<file path="config.mk">
export PLATFORM = sky130hd
export DESIGN_NAME = ecc_fault_injector
export DESIGN_NICKNAME = d
export VERILOG_FILES = /design/src/rtl/fi_pkg.sv /design/src/rtl/fi_ptr_decode.sv /design/src/rtl/fi_path.sv /design/src/rtl/fi_capture.sv /design/src/rtl/ecc_fault_injector.sv
export SDC_FILE = /design/constraint.sdc
export NUM_CORES = 1
export LEC_CHECK = 0
export ABC_CLOCK_PERIOD_IN_PS = 3900
export BUFFER_PORTS_ARGS = -buffer_cell sky130_fd_sc_hd__buf_2
export CORE_AREA = 3 3 162 164
export CTS_CLUSTER_SIZE = 10
export DETAILED_ROUTE_END_ITERATION = 8
export DIE_AREA = 0 0 165 167
export GPL_ROUTABILITY_DRIVEN = 0
export PLACE_DENSITY = 0.66
export SLEW_MARGIN = 20
export SYNTH_ARGS = -nofsm -noshare
export SYNTH_HDL_FRONTEND = slang
export SYNTH_SLANG_ARGS = --single-unit
</file>
<file path="constraint.sdc">
create_clock -name clk -period 3.9 [get_ports clk]
set_clock_uncertainty 0.2 [all_clocks]
set_input_delay 0.195 -clock clk [delete_from_list [all_inputs] [get_ports clk]]
set_output_delay 0.195 -clock clk [all_outputs]
set_load 0.02 [all_outputs]
</file>
<file path="src/rtl/fi_pkg.sv">
package fi_pkg;
  typedef enum logic {
    FI_DIR_READ  = 1'b0,
    FI_DIR_WRITE = 1'b1
  } fi_dir_e;
endpackage

</file>
<file path="src/rtl/fi_ptr_decode.sv">
// Hamming-position pointer to one-hot codeword flip mask.
module fi_ptr_decode #(
  parameter int DATA_W = 64,
  parameter int ECC_W  = 8,
  parameter int PTR_W  = 8
) (
  input  logic [PTR_W-1:0]        ptr,
  output logic [DATA_W+ECC_W-1:0] mask
);
  localparam int CODE_W = DATA_W + ECC_W;

  int  msb;
  int  pval;
  logic pow2;

  always_comb begin
    msb = 0;
    for (int i = 0; i < PTR_W; i++) begin
      if (ptr[i]) msb = i;
    end
    pval = int'(ptr);
    pow2 = ((ptr & (ptr - PTR_W'(1))) == '0);
    mask = '0;
    if (pval == 0) begin
      mask[DATA_W] = 1'b1;                 // position 0: check bit 0
    end else if (pval < CODE_W) begin
      if (pow2) mask[DATA_W + msb + 1] = 1'b1;   // position 2^m: check bit m+1
      else      mask[pval - msb - 2]   = 1'b1;   // skip the m+2 check positions below
    end
  end
endmodule

</file>
<file path="src/rtl/fi_path.sv">
// One valid/ready path with conditional bit inversion at the target address.
module fi_path #(
  parameter int CODE_W = 72,
  parameter int ADDR_W = 16
) (
  input  logic              clk,
  input  logic              rst_n,
  input  logic              armed,
  input  logic [ADDR_W-1:0] target,
  input  logic [CODE_W-1:0] flip_mask,
  input  logic              in_valid,
  output logic              in_ready,
  input  logic [ADDR_W-1:0] in_addr,
  input  logic [CODE_W-1:0] in_code,
  output logic              out_valid,
  input  logic              out_ready,
  output logic [ADDR_W-1:0] out_addr,
  output logic [CODE_W-1:0] out_code,
  output logic              fault_fire
);
  logic hit;

  always_comb begin
    hit        = armed && (in_addr == target);
    out_valid  = in_valid;
    in_ready   = out_ready;
    out_addr   = in_addr;
    out_code   = hit ? (in_code ^ flip_mask) : in_code;
    fault_fire = hit && in_valid && out_ready;
  end

  // traffic that misses the target leaves untouched
  a_r1_miss_untouched: assert property (@(posedge clk) disable iff (!rst_n)
    !hit |-> (out_code == in_code));

  // never more than two bits differ across the path
  a_r8_flip_weight: assert property (@(posedge clk) disable iff (!rst_n)
    $countones(out_code ^ in_code) <= 2);
endmodule

</file>
<file path="src/rtl/fi_capture.sv">
// Sticky record of the most recent faulted beat.
module fi_capture #(
  parameter int ADDR_W = 16
) (
  input  logic              clk,
  input  logic              rst_n,
  input  logic              wr_fire,
  input  logic [ADDR_W-1:0] wr_addr,
  input  logic              rd_fire,
  input  logic [ADDR_W-1:0] rd_addr,
  input  logic              clr,
  output logic              flag,
  output logic              is_write,
  output logic [ADDR_W-1:0] addr
);
  import fi_pkg::*;

  logic evt;
  assign evt = wr_fire || rd_fire;

  always_ff @(posedge clk or negedge rst_n) begin
    if (!rst_n) begin
      flag     <= 1'b0;
      is_write <= FI_DIR_READ;
      addr     <= '0;
    end else begin
      if (evt) begin
        flag     <= 1'b1;
        is_write <= wr_fire ? FI_DIR_WRITE : FI_DIR_READ;
        addr     <= wr_fire ? wr_addr : rd_addr;
      end else if (clr) begin
        flag <= 1'b0;
      end
    end
  end

  a_r11_flag_sets: assert property (@(posedge clk) disable iff (!rst_n)
    evt |=> flag);

  a_r12_clear_works: assert property (@(posedge clk) disable iff (!rst_n)
    (clr && !evt) |=> !flag);

  a_r11_holds: assert property (@(posedge clk) disable iff (!rst_n)
    (!evt && !clr) |=> ($stable(flag) && $stable(addr) && $stable(is_write)));
endmodule

</file>
<file path="src/rtl/ecc_fault_injector.sv">
module ecc_fault_injector #(
  parameter int DATA_W = 64,
  parameter int ECC_W  = 8,
  parameter int PTR_W  = 8,
  parameter int ADDR_W = 16
) (
  input  logic                     clk,
  input  logic                     rst_n,
  input  logic                     cfg_en,
  input  logic                     cfg_on_write,
  input  logic                     cfg_double,
  input  logic [ADDR_W-1:0]        cfg_target,
  input  logic [PTR_W-1:0]         cfg_ptr_a,
  input  logic [PTR_W-1:0]         cfg_ptr_b,
  input  logic                     wr_in_valid,
  output logic                     wr_in_ready,
  input  logic [ADDR_W-1:0]        wr_in_addr,
  input  logic [DATA_W+ECC_W-1:0]  wr_in_code,
  output logic                     wr_out_valid,
  input  logic                     wr_out_ready,
  output logic [ADDR_W-1:0]        wr_out_addr,
  output logic [DATA_W+ECC_W-1:0]  wr_out_code,
  input  logic                     rd_in_valid,
  output logic                     rd_in_ready,
  input  logic [ADDR_W-1:0]        rd_in_addr,
  input  logic [DATA_W+ECC_W-1:0]  rd_in_code,
  output logic                     rd_out_valid,
  input  logic                     rd_out_ready,
  output logic [ADDR_W-1:0]        rd_out_addr,
  output logic [DATA_W+ECC_W-1:0]  rd_out_code,
  input  logic                     cap_clr,
  output logic                     cap_flag,
  output logic                     cap_is_write,
  output logic [ADDR_W-1:0]        cap_addr
);
  localparam int CODE_W = DATA_W + ECC_W;

  logic [CODE_W-1:0] mask_a, mask_b, mask_all;
  logic              wr_fire, rd_fire;

  fi_ptr_decode #(.DATA_W(DATA_W), .ECC_W(ECC_W), .PTR_W(PTR_W)) u_dec_a (
    .ptr(cfg_ptr_a), .mask(mask_a));
  fi_ptr_decode #(.DATA_W(DATA_W), .ECC_W(ECC_W), .PTR_W(PTR_W)) u_dec_b (
    .ptr(cfg_ptr_b), .mask(mask_b));

  // OR, not XOR: equal pointers still flip one bit
  assign mask_all = cfg_double ? (mask_a | mask_b) : mask_a;

  fi_path #(.CODE_W(CODE_W), .ADDR_W(ADDR_W)) u_wr (
    .clk(clk), .rst_n(rst_n),
    .armed(cfg_en && cfg_on_write), .target(cfg_target), .flip_mask(mask_all),
    .in_valid(wr_in_valid), .in_ready(wr_in_ready),
    .in_addr(wr_in_addr), .in_code(wr_in_code),
    .out_valid(wr_out_valid), .out_ready(wr_out_ready),
    .out_addr(wr_out_addr), .out_code(wr_out_code),
    .fault_fire(wr_fire));

  fi_path #(.CODE_W(CODE_W), .ADDR_W(ADDR_W)) u_rd (
    .clk(clk), .rst_n(rst_n),
    .armed(cfg_en && !cfg_on_write), .target(cfg_target), .flip_mask(mask_all),
    .in_valid(rd_in_valid), .in_ready(rd_in_ready),
    .in_addr(rd_in_addr), .in_code(rd_in_code),
    .out_valid(rd_out_valid), .out_ready(rd_out_ready),
    .out_addr(rd_out_addr), .out_code(rd_out_code),
    .fault_fire(rd_fire));

  fi_capture #(.ADDR_W(ADDR_W)) u_cap (
    .clk(clk), .rst_n(rst_n),
    .wr_fire(wr_fire), .wr_addr(wr_in_addr),
    .rd_fire(rd_fire), .rd_addr(rd_in_addr),
    .clr(cap_clr),
    .flag(cap_flag), .is_write(cap_is_write), .addr(cap_addr));

  // each pointer selects at most one bit
  a_r5_single_select: assert property (@(posedge clk) disable iff (!rst_n)
    $onehot0(mask_a) && $onehot0(mask_b));

  // disabled injector never corrupts
  a_r10_quiet_when_off: assert property (@(posedge clk) disable iff (!rst_n)
    !cfg_en |-> (wr_out_code == wr_in_code && rd_out_code == rd_in_code));

  // only the selected direction is touched
  a_r9_direction: assert property (@(posedge clk) disable iff (!rst_n)
    cfg_on_write |-> (rd_out_code == rd_in_code));

  // single mode flips at most one bit on either path
  a_r7_single_weight: assert property (@(posedge clk) disable iff (!rst_n)
    !cfg_double |-> ($countones(wr_out_code ^ wr_in_code) <= 1 &&
                     $countones(rd_out_code ^ rd_in_code) <= 1));
endmodule

</file>
### After elaboration in Yosys (flattened, before gate mapping)

Index checks and enable logic that the tools add are counted.

| storage, ports and cells | value |
|---|---|
| input port bits | 218 |
| logic and storage cells | 88 |
| output and inout bits | 198 |
| register bits | 18 |

| operators by class | value |
|---|---|
| $add $sub $neg | 10 |
| multiplexer cells | 39 |
| bitwise logic cells | 5 |
| reductions and logical operators | 19 |
| magnitude comparators | 10 |
| eq/ne operators | 2 |

Operators with widths:

| operator | count |
|---|---|
| $mux W72 | 7 |
| $mux W32 | 10 |
| $xor A72 B72 Y72 | 2 |
| $ge A32 B1 Y1 const B | 4 |
| $lt A32 B9 Y1 const B | 4 |
| $mux W64 | 2 |
| $or A72 B72 Y72 | 1 |
| $add A32 B2 Y32 const B | 2 |
| $add A8 B32 Y32 const A | 2 |
| $sub A32 B3 Y32 const B | 2 |
| $sub A9 B32 Y32 | 2 |
| $eq A16 B16 Y1 | 2 |
| $logic_not A8 Y1 | 4 |
| $demux W1 S7 | 4 |
| $and A8 B8 Y8 | 2 |
| $lt A8 B7 Y1 const B | 2 |
| $mux W16 | 1 |
| $sub A8 B1 Y8 const B | 2 |
| $mux W7 | 2 |
| $logic_and A1 B1 Y1 | 12 |
| $mux W1 | 11 |
| $mux W2 | 2 |
| $reduce_bool A2 Y1 | 1 |
| $logic_not A1 Y1 | 1 |
| $logic_or A1 B1 Y1 | 1 |

### Longest topological paths before layout

| logic depth | value |
|---|---|
| word-level depth | 20 |
| gate-level depth with buffers | 20 |
| gate-level depth less buffers | 18 |

### Modules after synthesis

A second synthesis with hierarchy kept.

| unflattened totals | value |
|---|---|
| cell total of the unflattened synthesis | 939 |
| area total of the unflattened synthesis | 6816.5 um2 |

Modules (own cells, without submodules):

| module | sequential area each (um2) | cells each | times used | area each (um2) |
|---|---|---|---|---|
| fi_path | 0.0 | 200 | 2 | 1520.2 |
| fi_ptr_decode (u_dec_b) | 0.0 | 190 | 1 | 1128.6 |
| fi_ptr_decode (u_dec_a) | 0.0 | 191 | 1 | 1119.8 |
| fi_capture | 450.4 | 76 | 1 | 820.8 |
| ecc_fault_injector | 0.0 | 82 | 1 | 706.9 |

### Least setup slack after synthesis

No wires, ideal clock.

| timing path | value |
|---|---|
| kind | input port to output port |
| start point | in cfg_ptr_b[5] |
| end point | out rd_out_code[15] |
| buffers on the path | 3 |
| setup slack | -700 ps |
| arrival time | 4205 ps |
| stages on the path | 18 |
| data required time | 3505 ps |
| cells stage by stage | buf_2 -> clkbuf_1 -> o31ai_1 -> ha_1 -> inv_1 -> ha_1 -> inv_1 -> fa_1 -> and2b_1 -> nor4_2 -> ha_1 -> nand4b_1 -> a211o_1 -> or3_1 -> buf_4 -> o22a_1 -> nand2b_1 -> xnor2_1 |

| between the ends | value |
|---|---|
| word-level cells in the longest chain between the ends | 16 |
| elaborated cells on any way between the ends | 29 |
| those cells by class | add/sub: 5; order compare: 5; mux: 12; bitwise: 3; reduce/logical: 4 |

RTL lines:

| what | RTL line | text |
|---|---|---|
| from (decl) | ecc_fault_injector.sv:14 | `input logic [PTR_W-1:0] cfg_ptr_b,` |
| $mux W32 (3 in a row) | fi_ptr_decode.sv:19 | `if (ptr[i]) msb = i;` |
| $sub A9 B32 Y32 / $add A8 B32 Y32 (equally long branches) | fi_ptr_decode.sv:28, fi_ptr_decode.sv:27 |  |
| $sub A32 B3 Y32 / $add A32 B2 Y32 (equally long branches) | fi_ptr_decode.sv:28, fi_ptr_decode.sv:27 |  |
| $ge A32 B1 Y1 (not written as such), or another cell as far along | fi_ptr_decode.sv:28 | `else mask[pval - msb - 2] = 1'b1;` |
| $logic_and A1 B1 Y1 (on tied branches) | fi_ptr_decode.sv:28, fi_ptr_decode.sv:27 |  |
| $mux W1 (on tied branches) | fi_ptr_decode.sv:28, fi_ptr_decode.sv:27 |  |
| $demux W1 S7 | - |  |
| $mux W72 | fi_ptr_decode.sv:27 | `if (pow2) mask[DATA_W + msb + 1] = 1'b1;` |
| $mux W72 | fi_ptr_decode.sv:26 | `end else if (pval < CODE_W) begin` |
| $mux W64 * | fi_ptr_decode.sv:24 | `if (pval == 0) begin` |
| $or A72 B72 Y72 * | ecc_fault_injector.sv:47 | `assign mask_all = cfg_double ? (mask_a \| mask_b) : mask_a;` |
| $mux W72 * | ecc_fault_injector.sv:47 |  |
| $xor A72 B72 Y72 * | fi_path.sv:28 | `out_code = hit ? (in_code ^ flip_mask) : in_code;` |
| $mux W72 * | fi_path.sv:28 |  |
| to (decl) | ecc_fault_injector.sv:30 | `output logic [DATA_W+ECC_W-1:0] rd_out_code,` |

Every way passes the cells marked *; elsewhere a longest branch is shown, timed or not.

### Worst setup path in the final report

| timing path | value |
|---|---|
| start point | in cfg_ptr_b[4] |
| end point | out wr_out_code[65] |

| between the ends | value |
|---|---|
| word-level cells in the longest chain between the ends | 17 |
| elaborated cells on any way between the ends | 30 |
| those cells by class | add/sub: 5; order compare: 5; mux: 13; bitwise: 3; reduce/logical: 4 |

RTL lines:

| what | RTL line | text |
|---|---|---|
| $mux W32 (4 in a row) | fi_ptr_decode.sv:19 |  |
| $sub A9 B32 Y32 / $add A8 B32 Y32 (equally long branches) | fi_ptr_decode.sv:28, fi_ptr_decode.sv:27 |  |
| $sub A32 B3 Y32 / $add A32 B2 Y32 (equally long branches) | fi_ptr_decode.sv:28, fi_ptr_decode.sv:27 |  |
| $ge A32 B1 Y1 (not written as such), or another cell as far along | fi_ptr_decode.sv:28 |  |
| $logic_and A1 B1 Y1 (on tied branches) | fi_ptr_decode.sv:28, fi_ptr_decode.sv:27 |  |
| $mux W1 (on tied branches) | fi_ptr_decode.sv:28, fi_ptr_decode.sv:27 |  |
| $demux W1 S7 | - |  |
| $mux W72 | fi_ptr_decode.sv:27 |  |
| $mux W72 | fi_ptr_decode.sv:26 |  |
| $mux W7 * | fi_ptr_decode.sv:24 |  |
| $or A72 B72 Y72 * | ecc_fault_injector.sv:47 |  |
| $mux W72 * | ecc_fault_injector.sv:47 |  |
| $xor A72 B72 Y72 * | fi_path.sv:28 |  |
| $mux W72 * | fi_path.sv:28 |  |
| to (decl) | ecc_fault_injector.sv:22 | `output logic [DATA_W+ECC_W-1:0] wr_out_code,` |

Marks and branches as above.

==> flow_summary_export.csv <==
group,metric,value,unit
detailed_routing,wl_per_cell,18.94,um
final_layout,final_util,0.5053,
pwr,p_sw,813.5,uW
setup_path,cpMostUsedCell,"buf_4",
sta,period_needed,4130,ps
setup_path,arrival,3730,ps
grt,grt_max_degree,74,
grt,grt_use_total,0.2230,
clocking,cts_sinks,18,
clocking,tritoncts,"built",
setup_path,slowest_stage,"or4_4",
synth,async_flop_share,1.000,
hold_path,hold_start,"cap_clr",
synth,synth_compound_area_frac,0.2054,
synth,syn_nets,1117,
synth,synthSimpleGateAreaFrac,0.2946,
clocking,clk_path_buf_depth,2,
sta,hold_viol_final,0,
synth,avgSynthCellArea,7.053,sq um
final_layout,drive_gt1_frac,0.6769,
clocking,numCtsBuffers,3,
die,die_area,27560,sq um
hold_path,hold_class,"input port to flip-flop",
synth,synth_edf_count,0,
pwr,p_per_area,139.4,nW/um^2
detailed_routing,viasPerCell,4.999,
die,io_pins,416,
synth,synth_mux_area_frac,0.03262,
synth,seq_area_frac_synth,0.07249,
sta,fin_crit_sh,1.059,
grt,grt_overflow,0,
final_layout,nets,1633,
sta,worst_pin_slew,1120,ps
die,dieWidth,165,um
sta,fmax,242.1,MHz
die,coreArea,25040,sq um
final_layout,mostFrequentLayoutCells,"274 x buf_2, 263 x buf_4, 105 x xnor2_2",
place,io_buffer_count,415,
grt,antenna_found_initial,0,
synth,ys.flop_type,"dfrtp_1",
sta,timing.final.setup_violations,129,
sta,fin_ws,-229.9,ps
clocking,htreeDepth,1,
detailed_routing,totalWireLength,32690,um
grt,grt_pass1_vias,8681,
clocking,cts_root_buf,"clkbuf_16",
flow_run,drv_cap,0,
detailed_routing,detail-route-antenna-nets,0,
setup_path,worstSetupEndpointType,"output port",
setup_path,cp_max_fo,6,
synth,synth_area_leaders,"xnor2_1 19%, dfrtp_1 7.2%, xor2_1 6.9%",
synth,synthAdderAreaFrac,0.04188,
die,start_util,0.2482,
die,placementRows,58,
detailed_routing,drtIter0Drc,407,
status,status,"finished, violations left",
synth,ys_seq_elements,18,
synth,synthDominantCellAreaShare,0.1861,
final_layout,synthToLayoutAreaGrowth,103.6,%
setup_path,startpoint,"cfg_ptr_b[4]",
synth,synth_xor_area_frac,0.2551,
pwr,intPower,950.4,uW
sta,rsz0062_at_grt,"true",
detailed_routing,remaining_drc_errors,0,
setup_path,cp_slowest_stage_delay,510,ps
detailed_routing,via_count,8629,
pwr,pwr-share-comb,0.760,
pwr,power_frac_seq,0.106,
setup_path,crit_chain,"buf_2 -> or4_4 -> ha_4 -> fa_2 -> and2b_2 -> nor4_2 -> ha_1 -> nand4b_1 -> buf_4 -> buf_4 -> a211oi_4 -> buf_4 -> nand2_4 -> nor3_2 -> buf_4 -> o31ai_1 -> buf_4 -> xnor2_2 -> buf_4",
setup_path,worst-path-buf-inv,7,
status,failed_checks,"setup timing",
pwr,clock_power_share,0.134,
pwr,swShare,0.4612,
final_layout,fill_cells,2297,
setup_path,r2r-start,"u_cap.addr[10]",
sta,slew_violations,0,
place,dpl.hpwl,27010,um
sta,timing.slew.headroom,0.2486,
final_layout,register_area,450.4,sq um
die,fp.dieH,167,um
setup_path,critPathLaunchType,"input port",
final_layout,insertedDiodeCount,0,
synth,yosysUniqueCellTypes,75,
pwr,max-vdd-ir-drop,0.1441,mV
sta,setup_tns,-13070,ps
pwr,leakagePower,0.005695,uW
synth,synthCells,881,
final_layout,final_common_cell,"buf_2",
final_layout,multi_input_area,7559,sq um
grt,grt_first_pass_wirelength,48580,um
synth,synth_top_cell_by_area,"xnor2_1",
synth,synth_top_family_by_area,"simple AND/OR/NAND/NOR gates",
clocking,insertion_delay,250,ps
synth,yosysWarnings,0,
synth,netlist_area,6213,sq um
setup_path,critPathKind,"input port to output port",
clocking,clk_pin_slew,60,ps
setup_path,crit_required,3500,ps
setup_path,path_delay_family,"simple AND/OR/NAND/NOR gates",
detailed_routing,dr.pass1.iters,5,
-- worst min-delay path, stage by stage --
cell and delay (ps):
buf_2 70, nand2b_1 80, nand3b_1 70
-- flip-flops by register name, summed over array words and instances (netlist names) --
signal and cells:
u_cap.flag 1, u_cap.addr 16, u_cap.is_write 1
-- kinds of logic (layout without fill, tap and decap cells) --
| logic type | Yosys count | count (layout) |
|---|---|---|
| AOI/OAI and AO/OA | 181 | 181 |
| xor gates and xnor gates | 181 | 181 |
| muxes | 20 | 20 |
| adders and majority gates | 20 | 20 |
| DFF | 18 | 18 |
| buffers and inverters | 111 | 626 |
| and+or+nand+nor | 350 | 350 |
-- synth_stat cells (all sizes together), types with 7 or more instances --
cell type,count
xnor2,132
nand2,105
nor2,65
buf,56
xor2,49
nand2b,37
o22ai,36
a21oi,31
inv,28
clkbuf,27
nor3,27
o21ai,22
nand3,21
dfrtp,18
mux2i,18
ha,16
and3,15
a22oi,14
nand4,13
nor4,12
a211oi,11
nor2b,10
o31ai,9
a32oi,8
a21boi,7
o211ai,7
or3,7
-- what timing repair did --
action / in CTS / in global routing
pin swaps: 70 / 71
hold buffers: 1 / 0
resized for setup: 329 / 130
endpoints found under the hold margin: 18 / 0
setup buffers: 12 / 14
endpoints found under the setup margin: 144 / 144
-- layer usage --
| metal | vias up | share of wire | GRT usage | wire [um] |
|---|---|---|---|---|
| met5 | - | 0 | 0 | 0 |
| met4 | 0 | 0.017 | 0.03647 | 545 |
| met3 | 36 | 0.069 | 0.02786 | 2256 |
| met2 | 402 | 0.54 | 0.4329 | 17550 |
| met1 | 4084 | 0.38 | 0.2598 | 12340 |
| li1 | 4107 | - | - | - |
-- final timing paths --
path / endpoint / slack (ps) / cells after the start
worst min-delay path: u_cap.flag / 10 / 3
worst max register to register: u_cap.addr[10] / 2960 / 2
worst max-delay path: wr_out_code[65] / -230 / 19
min in group asynchronous: u_cap.addr[6] / 210 / 2
worst min register to register: u_cap.flag / 300 / 2
max in group asynchronous: u_cap.flag / 2980 / 2
-- power by group through the flow --
stage	registers, uW	clock network [uW]	logic, uW
2_1_floorplan	190	0	594
3_3_place_gp	190	0	1100
3_5_place_dp	190	0	1110
4_1_cts	187	240	1270
5_1_grt	187	248	1430
6_report	187	236	1340
-- area by class of cell --
| type | count | share of cell area |
|---|---|---|
| tap | 330 | 0.03263 |
| sequential | 18 | 0.03560 |
| timing repair buffer | 594 | 0.3188 |
| multi-input combinational | 752 | 0.5974 |
| inverter | 28 | 0.008505 |
| clock buffer | 4 | 0.007021 |
-- stage by stage --
stage | power (uW) | hold slack (ps) | cells | cell area, sq um | setup slack, ps
floorplan | 783.9 | -300.6 | 881 | 7315 | -211.6
global placement | 1288 | -39.46 | 1705 | 10520 | -424.1
detailed placement | 1299 | -36.09 | 1705 | 10520 | -471.2
CTS | 1693 | 12.84 | 1715 | 12010 | -208.7
global route | 1866 | 44.55 | 1726 | 12650 | -442.4
finish | 1764 | 12.33 | 1726 | 12650 | -229.9
Power figures use the tool's default switching activity.
